## src/rtl/gp_toggle_pkg.sv

```systemverilog
package gp_toggle_pkg;

   // Coordinate selector within one toggle point; the address map uses this order.
   typedef enum logic [1:0] {
      CRD_FIELD = 2'd0,
      CRD_LINE  = 2'd1,
      CRD_PIXEL = 2'd2
   } coord_sel_e;

   localparam int NUM_CRD = 3;

   // Address of coordinate c of point k.
   function automatic int crd_addr(input int k, input int c);
      return NUM_CRD * k + c;
   endfunction

endpackage

```

## src/rtl/gp_shadow_bank.sv

```systemverilog
module gp_shadow_bank
   import gp_toggle_pkg::*;
#(
   parameter int NUM_PTS = 4,
   parameter int COORD_W = 13,
   parameter int ADDR_W  = 4
) (
   input  logic                       clk,
   input  logic                       rst_n,
   input  logic                       vsync,
   input  logic                       wr_en,
   input  logic [ADDR_W-1:0]          wr_addr,
   input  logic [COORD_W-1:0]         wr_data,
   output logic [NUM_PTS*COORD_W-1:0] act_fld,
   output logic [NUM_PTS*COORD_W-1:0] act_lin,
   output logic [NUM_PTS*COORD_W-1:0] act_pix,
   output logic [NUM_PTS-1:0]         act_en
);

   localparam int EN_ADDR = NUM_CRD * NUM_PTS;

   logic [NUM_PTS*COORD_W-1:0] sh_fld, sh_lin, sh_pix;
   logic [NUM_PTS-1:0]         sh_en;

   if (EN_ADDR >= (1 << ADDR_W)) begin : g_bad_addr
      $error("gp_shadow_bank: ADDR_W too narrow for the enable address");
   end
   if (NUM_PTS > COORD_W) begin : g_bad_en
      $error("gp_shadow_bank: enable mask wider than write data");
   end

   for (genvar k = 0; k < NUM_PTS; k++) begin : g_pt
      localparam int LO = k * COORD_W;
      always_ff @(posedge clk or negedge rst_n) begin
         if (!rst_n) begin
            sh_fld[LO +: COORD_W] <= '0;
            sh_lin[LO +: COORD_W] <= '0;
            sh_pix[LO +: COORD_W] <= '0;
         end else if (wr_en) begin
            if (wr_addr == ADDR_W'(crd_addr(k, int'(CRD_FIELD))))
               sh_fld[LO +: COORD_W] <= wr_data;
            if (wr_addr == ADDR_W'(crd_addr(k, int'(CRD_LINE))))
               sh_lin[LO +: COORD_W] <= wr_data;
            if (wr_addr == ADDR_W'(crd_addr(k, int'(CRD_PIXEL))))
               sh_pix[LO +: COORD_W] <= wr_data;
         end
      end
   end

   always_ff @(posedge clk or negedge rst_n) begin
      if (!rst_n)
         sh_en <= '0;
      else if (wr_en && wr_addr == ADDR_W'(EN_ADDR))
         sh_en <= wr_data[NUM_PTS-1:0];
   end

   // Active bank: refreshed only on the vertical-sync strobe.
   always_ff @(posedge clk or negedge rst_n) begin
      if (!rst_n) begin
         act_fld <= '0;
         act_lin <= '0;
         act_pix <= '0;
         act_en  <= '0;
      end else if (vsync) begin
         act_fld <= sh_fld;
         act_lin <= sh_lin;
         act_pix <= sh_pix;
         act_en  <= sh_en;
      end
   end

   // active bank holds between strobes
   a_r3_active_hold: assert property (@(posedge clk) disable iff (!rst_n)
      !vsync |=> ($stable(act_fld) && $stable(act_lin) && $stable(act_pix) && $stable(act_en)));

   // strobe copies the shadow value present before the edge
   a_r3_active_load: assert property (@(posedge clk) disable iff (!rst_n)
      vsync |=> (act_en == $past(sh_en) && act_pix == $past(sh_pix)
                 && act_lin == $past(sh_lin) && act_fld == $past(sh_fld)));

   // unmapped addresses leave the shadow bank untouched
   a_r2_unmapped: assert property (@(posedge clk) disable iff (!rst_n)
      (wr_en && wr_addr > ADDR_W'(EN_ADDR)) |=>
         ($stable(sh_fld) && $stable(sh_lin) && $stable(sh_pix) && $stable(sh_en)));

endmodule

```

## src/rtl/gp_match_unit.sv

```systemverilog
module gp_match_unit #(
   parameter int NUM_PTS = 4,
   parameter int COORD_W = 13
) (
   input  logic                       clk,
   input  logic                       rst_n,
   input  logic [NUM_PTS*COORD_W-1:0] act_fld,
   input  logic [NUM_PTS*COORD_W-1:0] act_lin,
   input  logic [NUM_PTS*COORD_W-1:0] act_pix,
   input  logic [NUM_PTS-1:0]         act_en,
   input  logic [COORD_W-1:0]         fld_cnt,
   input  logic [COORD_W-1:0]         line_cnt,
   input  logic [COORD_W-1:0]         pix_cnt,
   output logic                       hit
);

   logic [NUM_PTS-1:0] eq_vec;

   for (genvar k = 0; k < NUM_PTS; k++) begin : g_cmp
      localparam int LO = k * COORD_W;
      assign eq_vec[k] = act_en[k]
                       && (act_fld[LO +: COORD_W] == fld_cnt)
                       && (act_lin[LO +: COORD_W] == line_cnt)
                       && (act_pix[LO +: COORD_W] == pix_cnt);
   end

   // Duplicate points collapse into a single hit.
   assign hit = |eq_vec;

   // a hit requires at least one enabled point
   a_r4_hit_needs_enable: assert property (@(posedge clk) disable iff (!rst_n)
      hit |-> (act_en != '0));

endmodule

```

## src/rtl/gp_toggle_gen.sv

```systemverilog
module gp_toggle_gen #(
   parameter int  NUM_PTS = 4,
   parameter int  COORD_W = 13,
   localparam int ADDR_W  = $clog2(3 * NUM_PTS + 1)
) (
   input  logic               clk,
   input  logic               rst_n,
   input  logic               vsync,
   input  logic [COORD_W-1:0] fld_cnt,
   input  logic [COORD_W-1:0] line_cnt,
   input  logic [COORD_W-1:0] pix_cnt,
   input  logic               wr_en,
   input  logic [ADDR_W-1:0]  wr_addr,
   input  logic [COORD_W-1:0] wr_data,
   output logic               wave_out
);

   if (NUM_PTS < 1) begin : g_bad_pts
      $error("gp_toggle_gen: NUM_PTS must be at least 1");
   end
   if (COORD_W < 2) begin : g_bad_w
      $error("gp_toggle_gen: COORD_W must be at least 2");
   end

   logic [NUM_PTS*COORD_W-1:0] act_fld, act_lin, act_pix;
   logic [NUM_PTS-1:0]         act_en;
   logic                       hit;

   gp_shadow_bank #(.NUM_PTS(NUM_PTS), .COORD_W(COORD_W), .ADDR_W(ADDR_W)) u_bank (
      .clk     (clk),
      .rst_n   (rst_n),
      .vsync   (vsync),
      .wr_en   (wr_en),
      .wr_addr (wr_addr),
      .wr_data (wr_data),
      .act_fld (act_fld),
      .act_lin (act_lin),
      .act_pix (act_pix),
      .act_en  (act_en)
   );

   gp_match_unit #(.NUM_PTS(NUM_PTS), .COORD_W(COORD_W)) u_match (
      .clk      (clk),
      .rst_n    (rst_n),
      .act_fld  (act_fld),
      .act_lin  (act_lin),
      .act_pix  (act_pix),
      .act_en   (act_en),
      .fld_cnt  (fld_cnt),
      .line_cnt (line_cnt),
      .pix_cnt  (pix_cnt),
      .hit      (hit)
   );

   always_ff @(posedge clk or negedge rst_n) begin
      if (!rst_n)
         wave_out <= 1'b0;
      else if (vsync)
         wave_out <= 1'b0;
      else if (hit)
         wave_out <= ~wave_out;
   end

   // strobe forces the output low
   a_r5_sync_clears: assert property (@(posedge clk) disable iff (!rst_n)
      vsync |=> !wave_out);

   // a match outside the strobe inverts the output one edge later
   a_r4_toggle: assert property (@(posedge clk) disable iff (!rst_n)
      (!vsync && hit) |=> (wave_out != $past(wave_out)));

   // no strobe and no match keeps the level
   a_r7_hold: assert property (@(posedge clk) disable iff (!rst_n)
      (!vsync && !hit) |=> $stable(wave_out));

endmodule

```

## config.mk

```make
export PLATFORM = sky130hd
export DESIGN_NAME = gp_toggle_gen
export DESIGN_NICKNAME = d
export VERILOG_FILES = /design/src/rtl/gp_toggle_pkg.sv /design/src/rtl/gp_shadow_bank.sv /design/src/rtl/gp_match_unit.sv /design/src/rtl/gp_toggle_gen.sv
export SDC_FILE = /design/constraint.sdc
export NUM_CORES = 1
export LEC_CHECK = 0
export BUFFER_PORTS_ARGS = -buffer_cell sky130_fd_sc_hd__buf_4
export CAP_MARGIN = 20
export CORE_UTILIZATION = 55
export DETAILED_ROUTE_END_ITERATION = 8
export PLACE_DENSITY = 0.72
export SLEW_MARGIN = 20
export SYNTH_ARGS = -nofsm -noshare
export SYNTH_HDL_FRONTEND = slang
export SYNTH_SLANG_ARGS = --single-unit
```

## constraint.sdc

```tcl
create_clock -name clk -period 4.5 [get_ports clk]
set_input_delay 0.45 -clock clk [delete_from_list [all_inputs] [get_ports clk]]
set_output_delay 0.45 -clock clk [all_outputs]
set_load 0.02 [all_outputs]
```

# Word-level counts from Yosys, hierarchy flattened

Cells that the tools add are included.

Word-level logic and storage cells: 73
Output and inout bits: 1
Flip-flop bits (word level): 321
Input bits: 60

Equality and inequality tests: 24
Bitwise operators: 1
Reductions and logical operators: 28
Muxes and demuxes: 2

Operator list:

| kind                 | count |
|---|---|
| $eq A13 B13 Y1       | 12 |
| $reduce_and A2 Y1    | 12 |
| $eq A4 B4 Y1 const B | 5 |
| $eq A4 B3 Y1 const B | 4 |
| $logic_and A1 B1 Y1  | 13 |
| $eq A4 B2 Y1 const B | 2 |
| $eq A4 B1 Y1 const B | 1 |
| $logic_not A4 Y1     | 1 |
| $reduce_or A4 Y1     | 1 |
| $mux W1              | 2 |
| $reduce_bool A2 Y1   | 1 |
| $not A1 Y1           | 1 |

# Longest topological paths before layout

Depth after elaboration: 7
Depth in mapped cells: 7
Gate-level depth less buffers: 6

# Modules after synthesis

Synthesis repeated with hierarchy kept, for this count alone.

Cell total of the unflattened synthesis: 927
Area total of the unflattened synthesis: 13743.2 um^2

By module, submodules not included:

| module         | area each (um^2) | cells an instance | instances | seq. area each (um^2) |
|---|---|---|---|---|
| gp_shadow_bank | 11944.0          | 706               | 1         | 8007.7 |
| gp_match_unit  | 1761.7           | 218               | 1         | 0.0 |
| gp_toggle_gen  | 37.5             | 3                 | 1         | 25.0 |

# Worst setup path after synthesis

OpenSTA, ideal clock, no wires.

Path type: input -> register
Start point: in fld_cnt[0]
End point: reg wave_out
Buffers on the path: 0
Stages on the path: 6
Data required time: 4.372 ns
Data arrival time: 1.798 ns
Path slack: 2.574 ns
Library setup time: 0.128 ns
Cells stage by stage: or2b_1 -> o2111ai_1 -> or4_1 -> nor4_1 -> nor4_1 -> mux2_1

Longest elaborated chain between the ends: 6
Elaborated cells between the ends (all ways): 18
Classes of those cells: 4 x eq/ne; 14 x reduce/logical

RTL lines:

| item                             | line                | text |
|---|---|---|
| start: declaration               | gp_toggle_gen.sv:9  | `input logic [COORD_W-1:0] fld_cnt,` |
| $eq A13 B13 Y1                   | gp_match_unit.sv:22 | `&& (act_fld[LO +: COORD_W] == fld_cnt)` |
| $logic_and A1 B1 Y1              | gp_match_unit.sv:22 |  |
| $logic_and A1 B1 Y1              | gp_match_unit.sv:23 | `&& (act_lin[LO +: COORD_W] == line_cnt)` |
| $logic_and A1 B1 Y1              | gp_match_unit.sv:24 | `&& (act_pix[LO +: COORD_W] == pix_cnt);` |
| $reduce_or A4 Y1 (*)             | gp_match_unit.sv:28 | `assign hit = \|eq_vec;` |
| $reduce_bool A2 Y1 (no line) (*) | -                   |  |
| end signal: assignment           | gp_toggle_gen.sv:61 | `wave_out <= ~wave_out;` |
| end: declaration                 | gp_toggle_gen.sv:15 | `output logic wave_out` |

Mark *: on every way between the ends. The rest lies on a longest branch, timed or not.
A chain may end at the register's enable or synchronous reset.

# Worst setup path after layout

Start point: reg u_bank.act_fld[36]
End point: reg wave_out

Longest elaborated chain between the ends: 6

RTL lines:

| item                         | line                 | text |
|---|---|---|
| start: declaration           | gp_shadow_bank.sv:14 | `output logic [NUM_PTS*COORD_W-1:0] act_fld,` |
| start signal: assignment     | gp_shadow_bank.sv:65 | `act_fld <= sh_fld;` |
| $eq A13 B13 Y1               | gp_match_unit.sv:22  |  |
| $logic_and A1 B1 Y1          | gp_match_unit.sv:22  |  |
| $logic_and A1 B1 Y1          | gp_match_unit.sv:23  |  |
| $logic_and A1 B1 Y1          | gp_match_unit.sv:24  |  |
| $reduce_or A4 Y1             | gp_match_unit.sv:28  |  |
| $reduce_bool A2 Y1 (no line) | -                    |  |

Every way passes these cells.

==> impl_metrics.ini <==
[timing]
fin_crit_sh = 0.5319
rsz0062_at_grt = false
hold_viol = 0
slew_viol_final = 0
finClkSkew_ns = 0.01094
max_slew_margin = 0.2781
period_minus_slack_ns = 2.393
worst-slew-pin-transition_ns = 1.083
setup_viol = 0
finalSetupTns_ns = 0
whs_ns = 0.008453
maxClockFrequency_mhz = 417.8

[detailed_routing]
drt_iter0_drc = 586
wl_met3_um = 1590
antenna_left = 0
met1_length_um = 14990
remaining_drc_errors = 0
drtPass1Iterations = 5
wire_per_inst_um = 24.64
dr_total_vias = 7867
drt-vias-per-instance = 5.819
wl_met2_um = 16170
drt-total-wl_um = 33310
highest_layer = met4

[power_and_ir_drop]
power_frac_clock = 0.334
intPower_uw = 6054
netSwitchingPower_uw = 2202
power.total_uw = 8256
vdd_drop_max_mv = 0.2885
pwr-share-comb = 0.177
p_sw_frac = 0.2667
p_leak_uw = 0.006993
p_per_area_nw_per_um2 = 529.7
sequentialPowerShare = 0.489

[layout]
diodes = 0
final_util = 0.6390
area_growth_pct = 13.91
fin_nets = 1065
layout-drive-gt1-share = 0.4251

[clock_tree]
ctsHoldBuffers = 0
root_buffer = clkbuf_16
insertion_delay_ns = 0.51
clock_path_buffers = 3
cts-resized-gates = 0
clk_pin_slew_worst_paths_ns = 0.06
cts_setup_buffers = 0
cts_max_level = 2
cts_inserted_buffers = 35
cts_sinks = 321
cts_tree = built

[synthesis]
synth-edff-count = 0
synth_area_leader_cell = dfrtp_1
yosys_warnings = 0
synth-seq-cells = 321
synth_top_flop_cell = dfrtp_1
yosys-top-cells-area = dfrtp_1 59%, mux2_2 26%, xor2_1 8.0%
synth_common_cells = 321 x dfrtp_1, 313 x mux2_2, 125 x xor2_1
synth_top_area_frac = 0.5871
async_reset_ff_frac = 1.000
syn_avg_cell_area_um2 = 14.49
ys_types = 28
synth.most_common_cell = dfrtp_1
seq_area_frac_synth = 0.5871
synth_area_um2 = 13680
syn-num-nets = 1004
postSynthCellCount = 944

[place]
dp_hpwl_um = 21970
port_buffers = 60
gp_congestion = 0.8371

[floorplan]
initial_utilization = 0.5610
die_area_um2 = 25510
dieHeight_um = 159.7
fp-row-count = 57
die_w_um = 159.7
num_io_pins = 61
coreArea_um2 = 24390

[global_route]
grt_max_degree = 120
grt_first_pass_wirelength_um = 51020
grt_util_all_layers = 0.2751
grt_pass1_vias = 8036
gr-total-overflow = 0
antenna_found_initial = 0

[critical_path]
rr_worst_depth = 6
r2r-start = u_bank.act_fld[36]
cp.arrival_ns = 2.78
cp_max_fo = 2
timing.rr.end = wave_out
r2r_slack_ns = 2.11
crit_required_ns = 4.88
crit_path_start_kind = flip-flop
crit_type = flip-flop to flip-flop
cp-end-kind = flip-flop

[hold_path]
hold_class = primary input to asynchronous set/reset pin

[job]
drv_cap = 0

[outcome]
status = completed
[cell families (layout without fill, tap and decap cells)]
logic type,Yosys count,in the layout,synth area share
AND/OR/NAND/NOR,87,87,0.03712
flip-flops,321,321,0.5871
buffers and inverters,61,145,0.01683
XOR/XNOR,141,141,0.09025
multiplexers,314,314,0.2584
AO/OA/AOI/OAI,20,20,0.01033
[final cells by class]
type                    instances  area [µm²]
well taps                     324       405.4
fillers                      1890        8805
inverters                      13       48.80
clock inverters                 8       72.57
flip-flops and latches        321        8033
multi-input cells             562        5420
clock buffers                  52        1030
repair buffers                 72       576.8
[power groups by stage]
| stage | Sequential, µW | Combinational [µW] | Clock (µW) |
|---|---|---|---|
| after CTS | 4040 | 1470 | 2810 |
| final | 4040 | 1460 | 2760 |
| after global routing | 4130 | 1580 | 2920 |
| after global placement | 4050 | 1430 | 0 |
| after floorplan | 3960 | 1010 | 0 |
| after detailed placement | 4080 | 1460 | 0 |
[sequential cells by signal, summed over array words and instances, names as in the netlist]
signal,flops
u_bank.act_fld,52
u_bank.act_lin,52
u_bank.act_pix,52
u_bank.sh_fld,52
u_bank.sh_lin,52
u_bank.sh_pix,52
u_bank.act_en,4
u_bank.sh_en,4
wave_out,1
[routing by layer]
| metal | vias up | global-route usage |
|---|---|---|
| met4 | 0 | 0.06425 |
| li1 | 3453 | - |
| met2 | 176 | 0.4416 |
| met3 | 43 | 0.03922 |
| met5 | - | 0 |
| met1 | 4195 | 0.3986 |
[stage by stage]
step	cell area [µm²]	instances	setup slack, ns
CTS	15590	1352	2.065
floorplan	13680	944	2.574
finish	15590	1352	2.107
global placement	14480	1292	1.858
global route	15590	1352	2.027
detailed placement	14480	1292	1.842
[critical path: stages, from the launching register on]
cell and delay (ns):
dfrtp_1 0.38, xor2_1 0.14, nor4_1 0.81, nand4_1 0.21, nor4_1 0.31, nor4_1 0.09, mux2_1 0.32
[cell usage in the layout, fill, tap and decap left out, drive strengths merged]
master and n:
dfrtp 321, mux2 314, xor2 125, buf 72, clkbuf 52, nor4 35, xnor2 16, inv 15
nand4 13, nand2 10, o21ai 8, nor2 8, nor2b 8, clkinv 5, nand2b 4, nand3b 2
or3 2, or2b 2, o2111ai 2, o22ai 2, or4 2, a221oi 2, a2111oi 2, a222oi 2
nor3b 1, o211ai 1, o22a 1, bufinv 1
[worst max-delay path by stage]
stage	start	end	slack, ns	cells after the start
finish	u_bank.act_fld[36]	wave_out	2.11	6
global route	u_bank.act_fld[36]	wave_out	2.03	6
CTS	u_bank.act_fld[36]	wave_out	2.07	6
detailed placement	fld_cnt[10]	wave_out	1.84	7
global placement	fld_cnt[10]	wave_out	1.86	7
floorplan	fld_cnt[0]	wave_out	2.57	6
Power figures use the tool's default switching activity.
